`config.mk`:
```
export PLATFORM = sky130hd
export DESIGN_NAME = intc_top
export DESIGN_NICKNAME = d
export VERILOG_FILES = /design/src/rtl/intc_pkg.sv /design/src/rtl/intc_edge_pend.sv /design/src/rtl/intc_prio.sv /design/src/rtl/intc_top.sv
export SDC_FILE = /design/constraint.sdc
export NUM_CORES = 1
export LEC_CHECK = 0
export ABC_AREA = 1
export BUFFER_PORTS_ARGS = -buffer_cell sky130_fd_sc_hd__buf_4
export CORE_MARGIN = 2
export CORE_UTILIZATION = 50
export CTS_BUF_LIST = sky130_fd_sc_hd__clkbuf_8
export CTS_CLUSTER_DIAMETER = 40
export DETAILED_ROUTE_END_ITERATION = 12
export GPL_ROUTABILITY_DRIVEN = 0
export HOLD_SLACK_MARGIN = 0.05
export PLACE_DENSITY = 0.8
export SYNTH_ARGS = -nofsm -noshare
export SYNTH_HDL_FRONTEND = slang
export SYNTH_SLANG_ARGS = --single-unit
export TNS_END_PERCENT = 5
```
`constraint.sdc`:
```
create_clock -name clk -period 1.5 [get_ports clk]
set_input_delay 0.075 -clock clk [delete_from_list [all_inputs] [get_ports clk]]
set_output_delay 0.075 -clock clk [all_outputs]
set_load 0.02 [all_outputs]
```
`src/rtl/intc_pkg.sv`:
```
package intc_pkg;
  typedef enum logic [2:0] {
    SEL_PEND = 3'd0,
    SEL_SUB  = 3'd1,
    SEL_MASK = 3'd2,
    SEL_MODE = 3'd3,
    SEL_CTRL = 3'd4
  } intc_sel_e;

  localparam int CTL_W   = 3;
  localparam int CTL_FIQ = 0;
  localparam int CTL_IRQ = 1;
  localparam int CTL_VEC = 2;
endpackage

```
`src/rtl/intc_edge_pend.sv`:
```
module intc_edge_pend #(
  parameter int W = 8
) (
  input  logic         clk,
  input  logic         rst_n,
  input  logic [W-1:0] line_i,
  input  logic         clr_en_i,
  input  logic [W-1:0] clr_bits_i,
  output logic [W-1:0] pend_o
);
  logic [W-1:0] line_q, pend_q, pend_d, rise;

  always_comb begin
    rise   = line_i & ~line_q;
    pend_d = pend_q;
    if (clr_en_i) pend_d = pend_d & ~clr_bits_i;
    pend_d = pend_d | rise;  // a new edge wins over a clear
  end

  always_ff @(posedge clk or negedge rst_n) begin
    if (!rst_n) begin
      line_q <= '0;
      pend_q <= '0;
    end else begin
      line_q <= line_i;
      pend_q <= pend_d;
    end
  end

  assign pend_o = pend_q;
endmodule

```
`src/rtl/intc_prio.sv`:
```
module intc_prio #(
  parameter int N  = 26,
  parameter int GS = 4,
  parameter int IW = $clog2(N)
) (
  input  logic [N-1:0]  req_i,
  output logic          hit_o,
  output logic [IW-1:0] idx_o,
  output logic [IW-1:0] rank_o
);
  localparam int NG = (N + GS - 1) / GS;
  localparam int NT = NG * GS;
  localparam int SW = (GS > 1) ? $clog2(GS) : 1;

  logic [NT-1:0] ranked;
  logic [NG-1:0] g_hit;
  logic [SW-1:0] g_slot [NG];

  // rank 0 is the highest bit number
  for (genvar k = 0; k < NT; k++) begin : g_rank
    if (k < N) begin : g_real
      assign ranked[k] = req_i[N-1-k];
    end else begin : g_pad
      assign ranked[k] = 1'b0;
    end
  end

  // level one: inside each group the lowest slot wins
  for (genvar g = 0; g < NG; g++) begin : g_slave
    logic          hit_l;
    logic [SW-1:0] slot_l;
    always_comb begin
      hit_l  = 1'b0;
      slot_l = '0;
      for (int s = GS - 1; s >= 0; s--) begin
        if (ranked[g*GS+s]) begin
          hit_l  = 1'b1;
          slot_l = SW'(s);
        end
      end
    end
    assign g_hit[g]  = hit_l;
    assign g_slot[g] = slot_l;
  end

  // level two: the lowest group with a hit wins
  always_comb begin
    hit_o  = 1'b0;
    rank_o = '0;
    for (int g = NG - 1; g >= 0; g--) begin
      if (g_hit[g]) begin
        hit_o  = 1'b1;
        rank_o = IW'(g * GS) + IW'(g_slot[g]);
      end
    end
    idx_o = IW'(N - 1) - rank_o;
  end
endmodule

```
`src/rtl/intc_top.sv`:
```
module intc_top #(
  parameter int          NUM_SRC     = 26,
  parameter int          SUB_LINES   = 4,
  parameter int          SHARED_IDX  = 21,
  parameter int          GROUP_SLOTS = 4,
  parameter int          AW          = 32,
  parameter logic [31:0] VEC_BASE    = 32'h20,
  localparam int         IDX_W       = $clog2(NUM_SRC)
) (
  input  logic                 clk,
  input  logic                 rst_n,
  input  logic [NUM_SRC-1:0]   src_i,
  input  logic [SUB_LINES-1:0] ext_sub_i,
  input  logic                 wr_en_i,
  input  logic [2:0]           wr_sel_i,
  input  logic [NUM_SRC-1:0]   wr_data_i,
  output logic                 irq_o,
  output logic                 fiq_o,
  output logic                 vec_valid_o,
  output logic [IDX_W-1:0]     vec_src_o,
  output logic [AW-1:0]        vec_addr_o,
  output logic [NUM_SRC-1:0]   pend_o,
  output logic [SUB_LINES-1:0] sub_pend_o
);
  import intc_pkg::*;

  localparam logic [NUM_SRC-1:0] SHARED_BIT = NUM_SRC'(1) << SHARED_IDX;

  logic [NUM_SRC-1:0]   main_pend, active, irq_req;
  logic [NUM_SRC-1:0]   mask_q, mask_d, mode_q, mode_d;
  logic [CTL_W-1:0]     ctrl_q, ctrl_d;
  logic                 cfg_we, pend_clr, sub_clr;
  logic                 win_hit;
  logic [IDX_W-1:0]     win_idx, win_rank;
  logic                 vec_valid_d;
  logic [IDX_W-1:0]     vec_src_d;
  logic [AW-1:0]        vec_addr_d;

  assign pend_clr = wr_en_i && (intc_sel_e'(wr_sel_i) == SEL_PEND);
  assign sub_clr  = wr_en_i && (intc_sel_e'(wr_sel_i) == SEL_SUB);

  intc_edge_pend #(.W(NUM_SRC)) u_main (
    .clk        (clk),
    .rst_n      (rst_n),
    .line_i     (src_i & ~SHARED_BIT),
    .clr_en_i   (pend_clr),
    .clr_bits_i (wr_data_i),
    .pend_o     (main_pend)
  );

  intc_edge_pend #(.W(SUB_LINES)) u_sub (
    .clk        (clk),
    .rst_n      (rst_n),
    .line_i     (ext_sub_i),
    .clr_en_i   (sub_clr),
    .clr_bits_i (wr_data_i[SUB_LINES-1:0]),
    .pend_o     (sub_pend_o)
  );

  // the shared bit is a view of the sub-pending register
  assign pend_o = (main_pend & ~SHARED_BIT) | ({NUM_SRC{|sub_pend_o}} & SHARED_BIT);

  // configuration registers
  always_comb begin
    cfg_we = wr_en_i;
    mask_d = mask_q;
    mode_d = mode_q;
    ctrl_d = ctrl_q;
    case (intc_sel_e'(wr_sel_i))
      SEL_MASK: mask_d = wr_data_i;
      SEL_MODE: mode_d = wr_data_i;
      SEL_CTRL: ctrl_d = wr_data_i[CTL_W-1:0];
      default:  cfg_we = 1'b0;
    endcase
  end

  always_ff @(posedge clk or negedge rst_n) begin
    if (!rst_n) begin
      mask_q <= '1;
      mode_q <= '0;
      ctrl_q <= '0;
    end else if (cfg_we) begin
      mask_q <= mask_d;
      mode_q <= mode_d;
      ctrl_q <= ctrl_d;
    end
  end

  // request outputs
  assign active  = pend_o & ~mask_q;
  assign irq_req = active & ~mode_q;
  assign irq_o   = ctrl_q[CTL_IRQ] & (|irq_req);
  assign fiq_o   = ctrl_q[CTL_FIQ] & (|(active & mode_q));

  intc_prio #(.N(NUM_SRC), .GS(GROUP_SLOTS), .IW(IDX_W)) u_prio (
    .req_i  (irq_req),
    .hit_o  (win_hit),
    .idx_o  (win_idx),
    .rank_o (win_rank)
  );

  // vector, registered one cycle behind the request
  always_comb begin
    vec_valid_d = ctrl_q[CTL_VEC] & ctrl_q[CTL_IRQ] & win_hit;
    vec_src_d   = '0;
    vec_addr_d  = '0;
    if (vec_valid_d) begin
      vec_src_d  = win_idx;
      vec_addr_d = AW'(VEC_BASE) + (AW'(win_rank) << 2);
    end
  end

  always_ff @(posedge clk or negedge rst_n) begin
    if (!rst_n) begin
      vec_valid_o <= 1'b0;
      vec_src_o   <= '0;
      vec_addr_o  <= '0;
    end else begin
      vec_valid_o <= vec_valid_d;
      vec_src_o   <= vec_src_d;
      vec_addr_o  <= vec_addr_d;
    end
  end
endmodule

```
# After elaboration in Yosys (flattened, before gate mapping)
# Index checks and enable logic that the tools add are counted.
[totals] elab_cells=123 ff_bits=152 in_bits=62
[op_classes] n_eq_ne=4 n_reduce_logical=10 n_bitwise=20 n_addsub=8 mux=71
[ops] cell="bitwise AND 26 bit" count=5
[ops] cell="NOT 26 bit" count=4
[ops] cell="OR reduction 26 bit" count=2
[ops] cell="two-way mux 2 bit" count=24
[ops] cell="two-way mux 5 bit" count=8
[ops] cell="two-way mux 1 bit" count=36
[ops] cell="two-way mux 26 bit" count=1
[ops] cell="OR 26 x 22 -> 26 bit" count=1
[ops] cell="OR 26 bit" count=1
[ops] cell="adder 4 x 2 -> 5 bit, first input constant" count=3
[ops] cell="adder 5 x 2 -> 5 bit, first input constant" count=2
[ops] cell="adder 6 x 7 -> 8 bit, first input constant" count=1
[ops] cell="bitwise AND 4 bit" count=2
[ops] cell="two-way mux 8 bit" count=1
[ops] cell="NOT 4 bit" count=2
[ops] cell="equality test 3 x 2 -> 1 bit, second input constant" count=2
[ops] cell="AND reduction 2 bit" count=3
[ops] cell="subtractor 5 bit, first input constant" count=1
[ops] cell="adder 3 x 2 -> 4 bit, first input constant" count=1
[ops] cell="bitwise AND 1 bit" count=4
[ops] cell="two-way mux 4 bit" count=1
[ops] cell="OR 4 bit" count=1
[ops] cell="OR reduction 4 bit" count=1
[ops] cell="equality test 3 x 1 -> 1 bit, second input constant" count=1
[ops] cell="other kinds (4)" count=5

# Depth between registers and ports, before layout
# Gate-level depths: netlist of the first run.
[depth] depth_word=17 depth_mapped=14

# By module
# Synthesis of the first run repeated with hierarchy kept, for this count alone.
[unflattened] cells_unflattened=750 area_unflattened_um2=6063.3
[by_module_without_submodules] mod="intc_top" cells_per_inst=442 n_inst=1 area_per_inst_um2=3545.9
[by_module_without_submodules] mod="intc_edge_pend (u_main)" cells_per_inst=185 n_inst=1 area_per_inst_um2=1823.0
[by_module_without_submodules] mod="intc_prio" cells_per_inst=95 n_inst=1 area_per_inst_um2=419.2
[by_module_without_submodules] mod="intc_edge_pend (u_sub)" cells_per_inst=28 n_inst=1 area_per_inst_um2=275.3

# Worst setup path before layout of the first run
# No wires, ideal clock.
[synth_timing] kind="register to register" start="register u_sub.pend_q[1] (netlist: u_sub.pend_o[1])" end="register vec_src_o[3]" path_stages_with_launch=13 n_path_buf=0 setup_slack_ns=-0.181 arrival_ns=1.562 t_required_ns=1.381 cell_sequence="dfrtp_1 > nor2_1 > nand2_2 > nand3_2 > nand2_2 > nor2_2 > nand2_2 > inv_2 > nand2_1 > nand2_2 > ha_1 > xnor2_1 > nor2_2"
[synth_via] elab_chain_cells=10 elab_cells_between_ends=14 classes_between="2 x add/sub; 7 x mux; 4 x bitwise; 1 x reduce/logical"
[synth_rtl] element="start: declaration" line="intc_edge_pend.sv:11" rtl="logic [W-1:0] line_q, pend_q, pend_d, rise;"
[synth_rtl] element="start signal: assignment" line="intc_edge_pend.sv:26" rtl="pend_q <= pend_d;"
[synth_rtl] element="OR reduction 4 bit *" line="intc_top.sv:61" rtl="assign pend_o = (main_pend & ~SHARED_BIT) | ({NUM_SRC{|sub_pend_o}} & SHARED_BIT);"
[synth_rtl] element="OR 26 x 22 -> 26 bit *" line="intc_top.sv:61"
[synth_rtl] element="via pend_o[21]" line="intc_top.sv:22" rtl="output logic [NUM_SRC-1:0] pend_o,"
[synth_rtl] element="bitwise AND 26 bit *" line="intc_top.sv:90" rtl="assign active = pend_o & ~mask_q;"
[synth_rtl] element="bitwise AND 26 bit *" line="intc_top.sv:91" rtl="assign irq_req = active & ~mode_q;"
[synth_rtl] element="two-way mux 2 bit" line="intc_prio.sv:36" rtl="if (ranked[g*GS+s]) begin"
[synth_rtl] element="adder 3 x 2 -> 4 bit" line="intc_prio.sv:53" rtl="rank_o = IW'(g * GS) + IW'(g_slot[g]);"
[synth_rtl] element="two-way mux 5 bit (2 in series)" line="intc_prio.sv:51" rtl="if (g_hit[g]) begin"
[synth_rtl] element="subtractor 5 bit" line="intc_prio.sv:56" rtl="idx_o = IW'(N - 1) - rank_o;"
[synth_rtl] element="two-way mux 5 bit *" line="intc_top.sv:107" rtl="if (vec_valid_d) begin"
[synth_rtl] element="via vec_src_d[3]" line="intc_top.sv:36" rtl="logic [IDX_W-1:0] vec_src_d;"
[synth_rtl] element="end signal: assignment" line="intc_top.sv:120" rtl="vec_src_o <= vec_src_d;"
[synth_rtl] element="end: declaration" line="intc_top.sv:20" rtl="output logic [IDX_W-1:0] vec_src_o,"
# Mark *: on every way through the listed nets, which the timed path passes. The rest lies on a longest branch.
# A chain may end at the register's enable or synchronous reset.

# Final worst setup path of the first run
[layout_timing] start="register mask_q[23]" end="register vec_src_o[0]"
[layout_via] elab_chain_cells=9 elab_cells_between_ends=14 classes_between="1 x add/sub; 9 x mux; 4 x bitwise"
[layout_rtl] element="start: declaration" line="intc_top.sv:30" rtl="logic [NUM_SRC-1:0] mask_q, mask_d, mode_q, mode_d;"
[layout_rtl] element="start signal: assignment" line="intc_top.sv:83" rtl="mask_q <= mask_d;"
[layout_rtl] element="NOT 26 bit *" line="intc_top.sv:90"
[layout_rtl] element="bitwise AND 26 bit *" line="intc_top.sv:90"
[layout_rtl] element="bitwise AND 26 bit *" line="intc_top.sv:91"
[layout_rtl] element="two-way mux 2 bit or two-way mux 1 bit (tied branches) (3 in series)" line="intc_prio.sv:36"
[layout_rtl] element="two-way mux 5 bit or two-way mux 1 bit (tied branches)" line="intc_prio.sv:51"
[layout_rtl] element="subtractor 5 bit or bitwise AND 1 bit (tied branches)" line="intc_prio.sv:56, intc_top.sv:104"
[layout_rtl] element="two-way mux 5 bit *" line="intc_top.sv:107"
[layout_rtl] element="via vec_src_d[0]" line="intc_top.sv:36"
# Marks and branches as above.

==> results of run 1 <==
==> through the flow <==
stage | instance area [um^2] | worst slack, ns | cells
after floorplan | 5560 | -0.146 | 618
after global placement | 6820 | -0.205 | 895
after detailed placement | 6820 | -0.249 | 895
after CTS | 7960 | -0.561 | 996
after global routing | 8000 | -0.713 | 998
final | 8000 | -0.618 | 998
==> timing repair <==
item / CTS / global route
buffers inserted: 12 / 2
hold buffers: 57 / 0
hold endpoints to repair: 211 / 0
pin swaps: 7 / 2
setup endpoints to repair: 14 / 15
resized for setup: 18 / 7
==> routing by layer <==
| metal | wire [um] | GRT usage, % | vias to the layer above |
|---|---|---|---|
| met3 | 773 | 6.15 | 45 |
| met1 | 5710 | 29.8 | 2420 |
| met2 | 7800 | 47.5 | 205 |
| li1 | - | - | 2345 |
| met4 | 550 | 15.0 | 0 |
| met5 | 0 | 0 | - |
==> kinds of logic (layout without fill, tap and decap cells) <==
kind of cell	count (synthesis)	count (layout)	synth area share, %
buffers and inverters	148	388	12.0
flip-flops	124	124	57.5
AO/OA/AOI/OAI	130	130	12.4
AND/OR/NAND/NOR	187	187	17.4
other	1	26	0.0687
XOR/XNOR	1	1	0.161
adder cells (fa/ha/maj)	2	2	0.458
==> report_power, final <==
| group | internal (W) | leakage (nW) | switching [W] |
|---|---|---|---|
| clock | 0.00176 | 0.225 | 0.00123 |
| combinational | 0.00114 | 2.44 | 0.00132 |
| sequential | 0.00383 | 1.39 | 0.000225 |
==> flip-flops by register name, indices dropped and copies added (netlist names), 3 cells and up <==
signal,cells
ctrl_q,3
mask_q,26
mode_q,26
u_main.line_q,25
u_main.pend_o,25
u_sub.line_q,4
u_sub.pend_o,4
vec_addr_o,5
vec_src_o,5
==> cell type report <==
cell class                 count  area share [%]
sequential                   124            39.3
timing repair buffer         247            25.3
multi-input combinational    346            22.9
inverter                     109            5.12
clock buffer                  24            4.13
tap                          140            2.19
clock inverter                 8            1.11
==> worst min-delay path, cell delays in order <==
cell	delay, ns
buf_4	0.12
nand3_1	0.17
o21ai_0	0.10
==> placed cells by master, fill, tap and decap left out, types with 2 or more instances in the layout <==
cell type / n
buf_4: 186
o21ai_0: 118
inv_1: 107
dfrtp_1: 94
nand2_1: 88
dlygate4sd3_1: 57
nand3_1: 32
conb_1: 26
dfstp_2: 26
clkbuf_8: 24
nand3b_1: 20
nor2_1: 10
nand2_2: 8
nor2_4: 6
nand4_1: 6
nand3_2: 5
inv_2: 5
dfrtp_2: 4
nand2_4: 3
nor2_2: 3
a21oi_2: 3
buf_6: 3
o21ai_1: 2
a21oi_1: 2
o2111ai_1: 2
ha_1: 2
clkinv_2: 2
bufinv_16: 2
==> worst min path at each step <==
| stage | to | depth (start not counted) | startpoint |
|---|---|---|---|
| final | ctrl_q[1]$_DFFE_PN0P_ | 3 | wr_sel_i[2] |
| after global routing | ctrl_q[0]$_DFFE_PN0P_ | 3 | wr_sel_i[2] |
| after CTS | ctrl_q[0]$_DFFE_PN0P_ | 3 | wr_sel_i[2] |
| after detailed placement | u_main.line_q[24]$_DFF_PN0_ | 1 | src_i[24] |
| after global placement | u_main.line_q[15]$_DFF_PN0_ | 1 | src_i[15] |
| after floorplan | ctrl_q[0]$_DFFE_PN0P_ | 0 | rst_n |
==> flow_metrics.env, run 1 <==
export IMPL_status="finished, violations left"
export IMPL_failed_checks="setup timing"
export IMPL_drive_gt1_share_pct=33.7
export IMPL_fin_hold_ws_ns=0.0812
export IMPL_p_leak_nw=4.06
export IMPL_mappedNetlistArea_um2=5460
export IMPL_slowest_delay_ns=0.54
export IMPL_wl_per_cell_um=14.9
export IMPL_timing_final_max_slew_violations=0
export IMPL_fmax_ghz=0.472
export IMPL_r2r_end="vec_src_o[0]$_DFF_PN0_"
export IMPL_max_slew_worst_pin_slew_ns=0.629
export IMPL_viasPerCell=5.03
export IMPL_setup_ws_ns=-0.618
export IMPL_post_route_period_util_pct=141
export IMPL_grt_pass1_wl_mm=23.9
export IMPL_die_h_um=108
export IMPL_grt_antenna_before_repair=0
export IMPL_vias=5015
export IMPL_rr_startpoint="mask_q[23]$_DFFE_PN1P_"
export IMPL_tritoncts="yes"
export IMPL_clk_latency_ns=0.44
export IMPL_grt_usage_pct=26.9
export IMPL_ys_types=30
export IMPL_path_cells="inv_2 > nand2_2 > nor2_2 > inv_1 > nand4_1 > buf_4 > buf_4 > buf_4 > buf_4 > buf_4 > buf_4 > o21ai_2 > a21oi_2 > nand2_1 > nor2_2"
export IMPL_critPathKind="reg2reg"
export IMPL_fin_crit_ns=2.12
export IMPL_power_density_nw_per_um2=1190
export IMPL_clk_pin_slew_ns=0.07
export IMPL_async_reset_ff_share_pct=100
export IMPL_antennaDiodeCount=0
export IMPL_r2r_slack_ns=-0.62
export IMPL_clock_path_buffers=2
export IMPL_maxCapViolCount=0
export IMPL_startpoint="mask_q[23]$_DFFE_PN1P_"
export IMPL_synth_top_area_cell="dfrtp_1"
export IMPL_cp_max_fo=2
export IMPL_start_util_pct=50.8
export IMPL_port_buffer_count=104
export IMPL_netlist_instances=593
export IMPL_first_global_vias=5160
export IMPL_die_w_um=108
export IMPL_yosysMostFrequentCell="o21ai_0"
export IMPL_drt_iter0_drc=396
export IMPL_utilization_pct=74.4
export IMPL_core_um2=10700
export IMPL_r2r_cells=15
export IMPL_die_area_um2=11800
export IMPL_cts_made_buffers=17
export IMPL_finalClockSkew_ns=0.00988
export IMPL_hp_class="in2reg"
export IMPL_crit_required_ns=1.83
export IMPL_end_kind="flop"
export IMPL_rsz0062_at_grt="yes"
export IMPL_fillers=703
export IMPL_gr_total_overflow=0
export IMPL_path_buf_inv=8
export IMPL_cp_top_family="buffers and inverters"
export IMPL_setup_tns_ns=-4.51
export IMPL_synth_area_top_cells="dfrtp_1 45%, dfstp_2 13%, o21ai_0 11%"
export IMPL_clock_sinks=124
export IMPL_p_total_w=0.00952
export IMPL_grt_max_degree=125
export IMPL_multi_input_area_um2=1830
export IMPL_synth_top_area_share_pct=44.9
export IMPL_irDropWorstVdd_mv=0.873
export IMPL_crit_arrival_ns=2.44
export IMPL_ys_warn_count=0
export IMPL_crit_path_frequent_cell="buf_4"
export IMPL_area_delta_synth_final_pct=46.5
export IMPL_avgSynthCellArea_um2=9.20
export IMPL_final_antenna_net_count=0
export IMPL_drc=0
export IMPL_wl_mm=14.8
export IMPL_ctsHtreeMaxLevel=4
export IMPL_cp_endpoint="vec_src_o[0]$_DFF_PN0_"
export IMPL_synth_top_cells_by_count="121 x o21ai_0, 107 x inv_1, 98 x dfrtp_1, 90 x nand2_1, 33 x nand3_1"
export IMPL_critPathSlowestCell="dfstp_2"
export IMPL_io_pins=132
export IMPL_slew_limit_headroom_pct=58.0
export IMPL_fin_nets=909
export IMPL_synth_edff_count=0
export IMPL_drtPass1Iterations=5
export IMPL_path_depth=15
export IMPL_hpwl_mm=9.26
export IMPL_setup_violations=13
export IMPL_yosysSeqAreaShare_pct=57.5
export IMPL_seqCellArea_um2=3140
export IMPL_start_kind="flop"
export IMPL_ys_ff_latch=124
export IMPL_synthFlopType="dfrtp_1"
export IMPL_fp_row_count=38
export IMPL_cts_root_buffer="clkbuf_8"
export IMPL_hold_violations=0
No activity file was read; power rests on OpenSTA's default activity.
==> run 2, diff against run 1 <==
- RECOVER_POWER: default -> 50
==> run 2 against run 1 <==
The flow still finishes with violations (setup timing); largest cell class unchanged; global-route usage stayed put; hold slack lost 0.0065 ns; core utilization shrank 0.29 points; fmax rose by 0.69%; sequential share of layout area grew 0.15 points; sequential power is essentially flat; first-iteration DRC count down 7.3%; critical path type unchanged; clock power about the same; cell count stayed put; power hardly changed; critical endpoint unchanged.
==> flow_metrics.env, run 2 (synthesis results as in run 1) <==
export IMPL_status="finished, violations left"
export IMPL_failed_checks="setup timing"
export IMPL_crit_required_ns=1.83
export IMPL_post_route_period_util_pct=140
export IMPL_cp_max_fo=2
export IMPL_first_global_vias=5160
export IMPL_path_cells="inv_2 > nand2_2 > nor2_2 > inv_1 > nand4_1 > buf_4 > buf_4 > buf_4 > buf_4 > buf_4 > buf_4 > o21ai_2 > a21oi_2 > nand2_1 > nor2_2"
export IMPL_drtPass1Iterations=5
export IMPL_fin_crit_ns=2.10
export IMPL_vias=5049
export IMPL_dp_cells=895
export IMPL_drive_gt1_share_pct=33.0
export IMPL_port_buffer_count=104
export IMPL_p_comb_share_pct=25.7
export IMPL_crit_path_frequent_cell="buf_4"
export IMPL_top_regs="mask_q (26), mode_q (26)"
export IMPL_start_util_pct=50.8
export IMPL_clk_pin_slew_ns=0.07
export IMPL_power_density_nw_per_um2=1190
export IMPL_clock_sinks=124
export IMPL_end_kind="flop"
export IMPL_grt_antenna_before_repair=0
export IMPL_wl_mm=14.8
export IMPL_antennaDiodeCount=0
export IMPL_core_um2=10700
export IMPL_die_w_um=108
export IMPL_seqPwrFrac_pct=42.7
export IMPL_cts_made_buffers=17
export IMPL_critPathKind="reg2reg"
export IMPL_drt_iter0_drc=367
export IMPL_r2r_cells=15
export IMPL_area_delta_synth_final_pct=45.9
export IMPL_critPathSlowestCell="dfstp_2"
export IMPL_routed_wl_met3_um=749
export IMPL_fin_hold_ws_ns=0.0747
export IMPL_ctsHtreeMaxLevel=4
export IMPL_grt_max_degree=125
export IMPL_cts_root_buffer="clkbuf_8"
export IMPL_rsz0062_at_grt="yes"
export IMPL_setup_violations=13
export IMPL_viasPerCell=5.06
export IMPL_fin_nets=909
export IMPL_grt_pass1_wl_mm=23.9
export IMPL_hp_class="in2reg"
export IMPL_irDropWorstVdd_mv=0.868
export IMPL_switching_power_w=0.00278
export IMPL_hpwl_mm=9.26
export IMPL_timing_final_max_slew_violations=0
export IMPL_tritoncts="yes"
export IMPL_max_slew_worst_pin_slew_ns=1.11
export IMPL_min_to="ctrl_q[1]$_DFFE_PN0P_"
export IMPL_final_antenna_net_count=0
export IMPL_grt_usage_pct=26.9
export IMPL_setup_ws_ns=-0.604
export IMPL_layout_common_cells="155 x buf_4, 118 x o21ai_0, 107 x inv_1"
export IMPL_hold_violations=0
export IMPL_fp_row_count=38
export IMPL_p_int_w=0.00673
export IMPL_maxCapViolCount=0
export IMPL_clock_power_share_pct=31.6
export IMPL_fmax_ghz=0.475
export IMPL_io_pins=132
export IMPL_drc=0
export IMPL_gr_total_overflow=0
export IMPL_start_kind="flop"
export IMPL_clock_path_buffers=2
export IMPL_final_cells=998
export IMPL_die_h_um=108
export IMPL_top_layer="met4"
export IMPL_p_leak_nw=4.03
export IMPL_finalClockSkew_ns=0.00921
export IMPL_slowest_delay_ns=0.54
export IMPL_wl_per_cell_um=14.9
export IMPL_wl_met2_mm=7.73
export IMPL_r2r_end="vec_src_o[0]$_DFF_PN0_"
export IMPL_hold_start="wr_sel_i[2]"
export IMPL_min_path_cells=3
export IMPL_met1_length_mm=5.71
export IMPL_slew_limit_headroom_pct=26.3
export IMPL_rr_startpoint="mask_q[23]$_DFFE_PN1P_"
export IMPL_final_common_cell="buf_4"
export IMPL_swShare_pct=29.3
export IMPL_r2r_slack_ns=-0.60
export IMPL_crit_arrival_ns=2.44
export IMPL_clk_latency_ns=0.45
export IMPL_die_area_um2=11800
==> run 2: cell types whose count changed in the layout (fill, tap and decap cells not counted), sizes merged <==
cell	change
buf	-31
clkbuf	+31
==> run 2: timing repair <==
item | CTS | global route
pin swaps | 7 | 2
cloned | 0 | 0
gates resized for setup | 18 | 7
hold buffers | 57 | 0
endpoints found under the hold margin | 211 | 0
endpoints found under the setup margin | 14 | 15
setup buffers | 12 | 2
==> run 2: how the worst max path moves through the flow <==
stage	from	endpoint	slack, ns	cells after the start
finish	mask_q[23]$_DFFE_PN1P_	vec_src_o[0]$_DFF_PN0_	-0.60	15
global route	mask_q[23]$_DFFE_PN1P_	irq_o	-0.71	13
CTS	mask_q[23]$_DFFE_PN1P_	irq_o	-0.56	13
detailed placement	mask_q[8]$_DFFE_PN1P_	vec_addr_o[6]$_DFF_PN0_	-0.25	10
global placement	mask_q[9]$_DFFE_PN1P_	vec_addr_o[6]$_DFF_PN0_	-0.21	10
floorplan	u_sub.pend_o[0]$_DFF_PN0_	vec_src_o[3]$_DFF_PN0_	-0.15	12
==> run 2: worst max-delay path, delay by kind of cell, from the launching register on <==
| kind | cells | cell delay (ns) |
|---|---|---|
| AO/OA/AOI/OAI | 2 | 0.19 |
| buffers and inverters | 8 | 0.87 |
| flip-flops | 1 | 0.54 |
| AND/OR/NAND/NOR | 5 | 0.38 |
==> run 2: power by group through the flow <==
stage / combinational (W) / sequential (W) / clock (W)
floorplan: 0.00111 / 0.00416 / 0
global placement: 0.00208 / 0.00406 / 0
detailed placement: 0.00215 / 0.00410 / 0
CTS: 0.00240 / 0.00405 / 0.00306
global route: 0.00269 / 0.00409 / 0.00320
finish: 0.00244 / 0.00406 / 0.00301
==> run 2: layout make-up <==
cell class | count | area (um^2)
multi-input combinational | 346 | 1830
clock buffer | 24 | 330
timing repair buffer | 247 | 1990
sequential | 124 | 3140
fill | 715 | 2780
inverter | 109 | 409
clock inverter | 8 | 88.8
tap | 140 | 175
==> run 2: per-layer routing <==
| layer | vias up | track usage, % |
|---|---|---|
| met5 | - | 0 |
| met4 | 0 | 15.0 |
| met3 | 53 | 6.15 |
| met2 | 202 | 47.5 |
| met1 | 2447 | 29.8 |
| li1 | 2347 | - |
==> run 2: per-stage QoR <==
stage,area [um^2],util (%),worst slack (ns),total power [W],setup TNS (ns)
floorplan,5560,-,-0.146,0.00527,-0.637
global placement,6820,63.5,-0.205,0.00614,-1.61
detailed placement,6820,63.5,-0.249,0.00624,-2.26
CTS,7960,74.1,-0.561,0.00950,-4.12
global route,7960,74.1,-0.713,0.00998,-6.18
finish,7960,74.1,-0.604,0.00951,-4.44
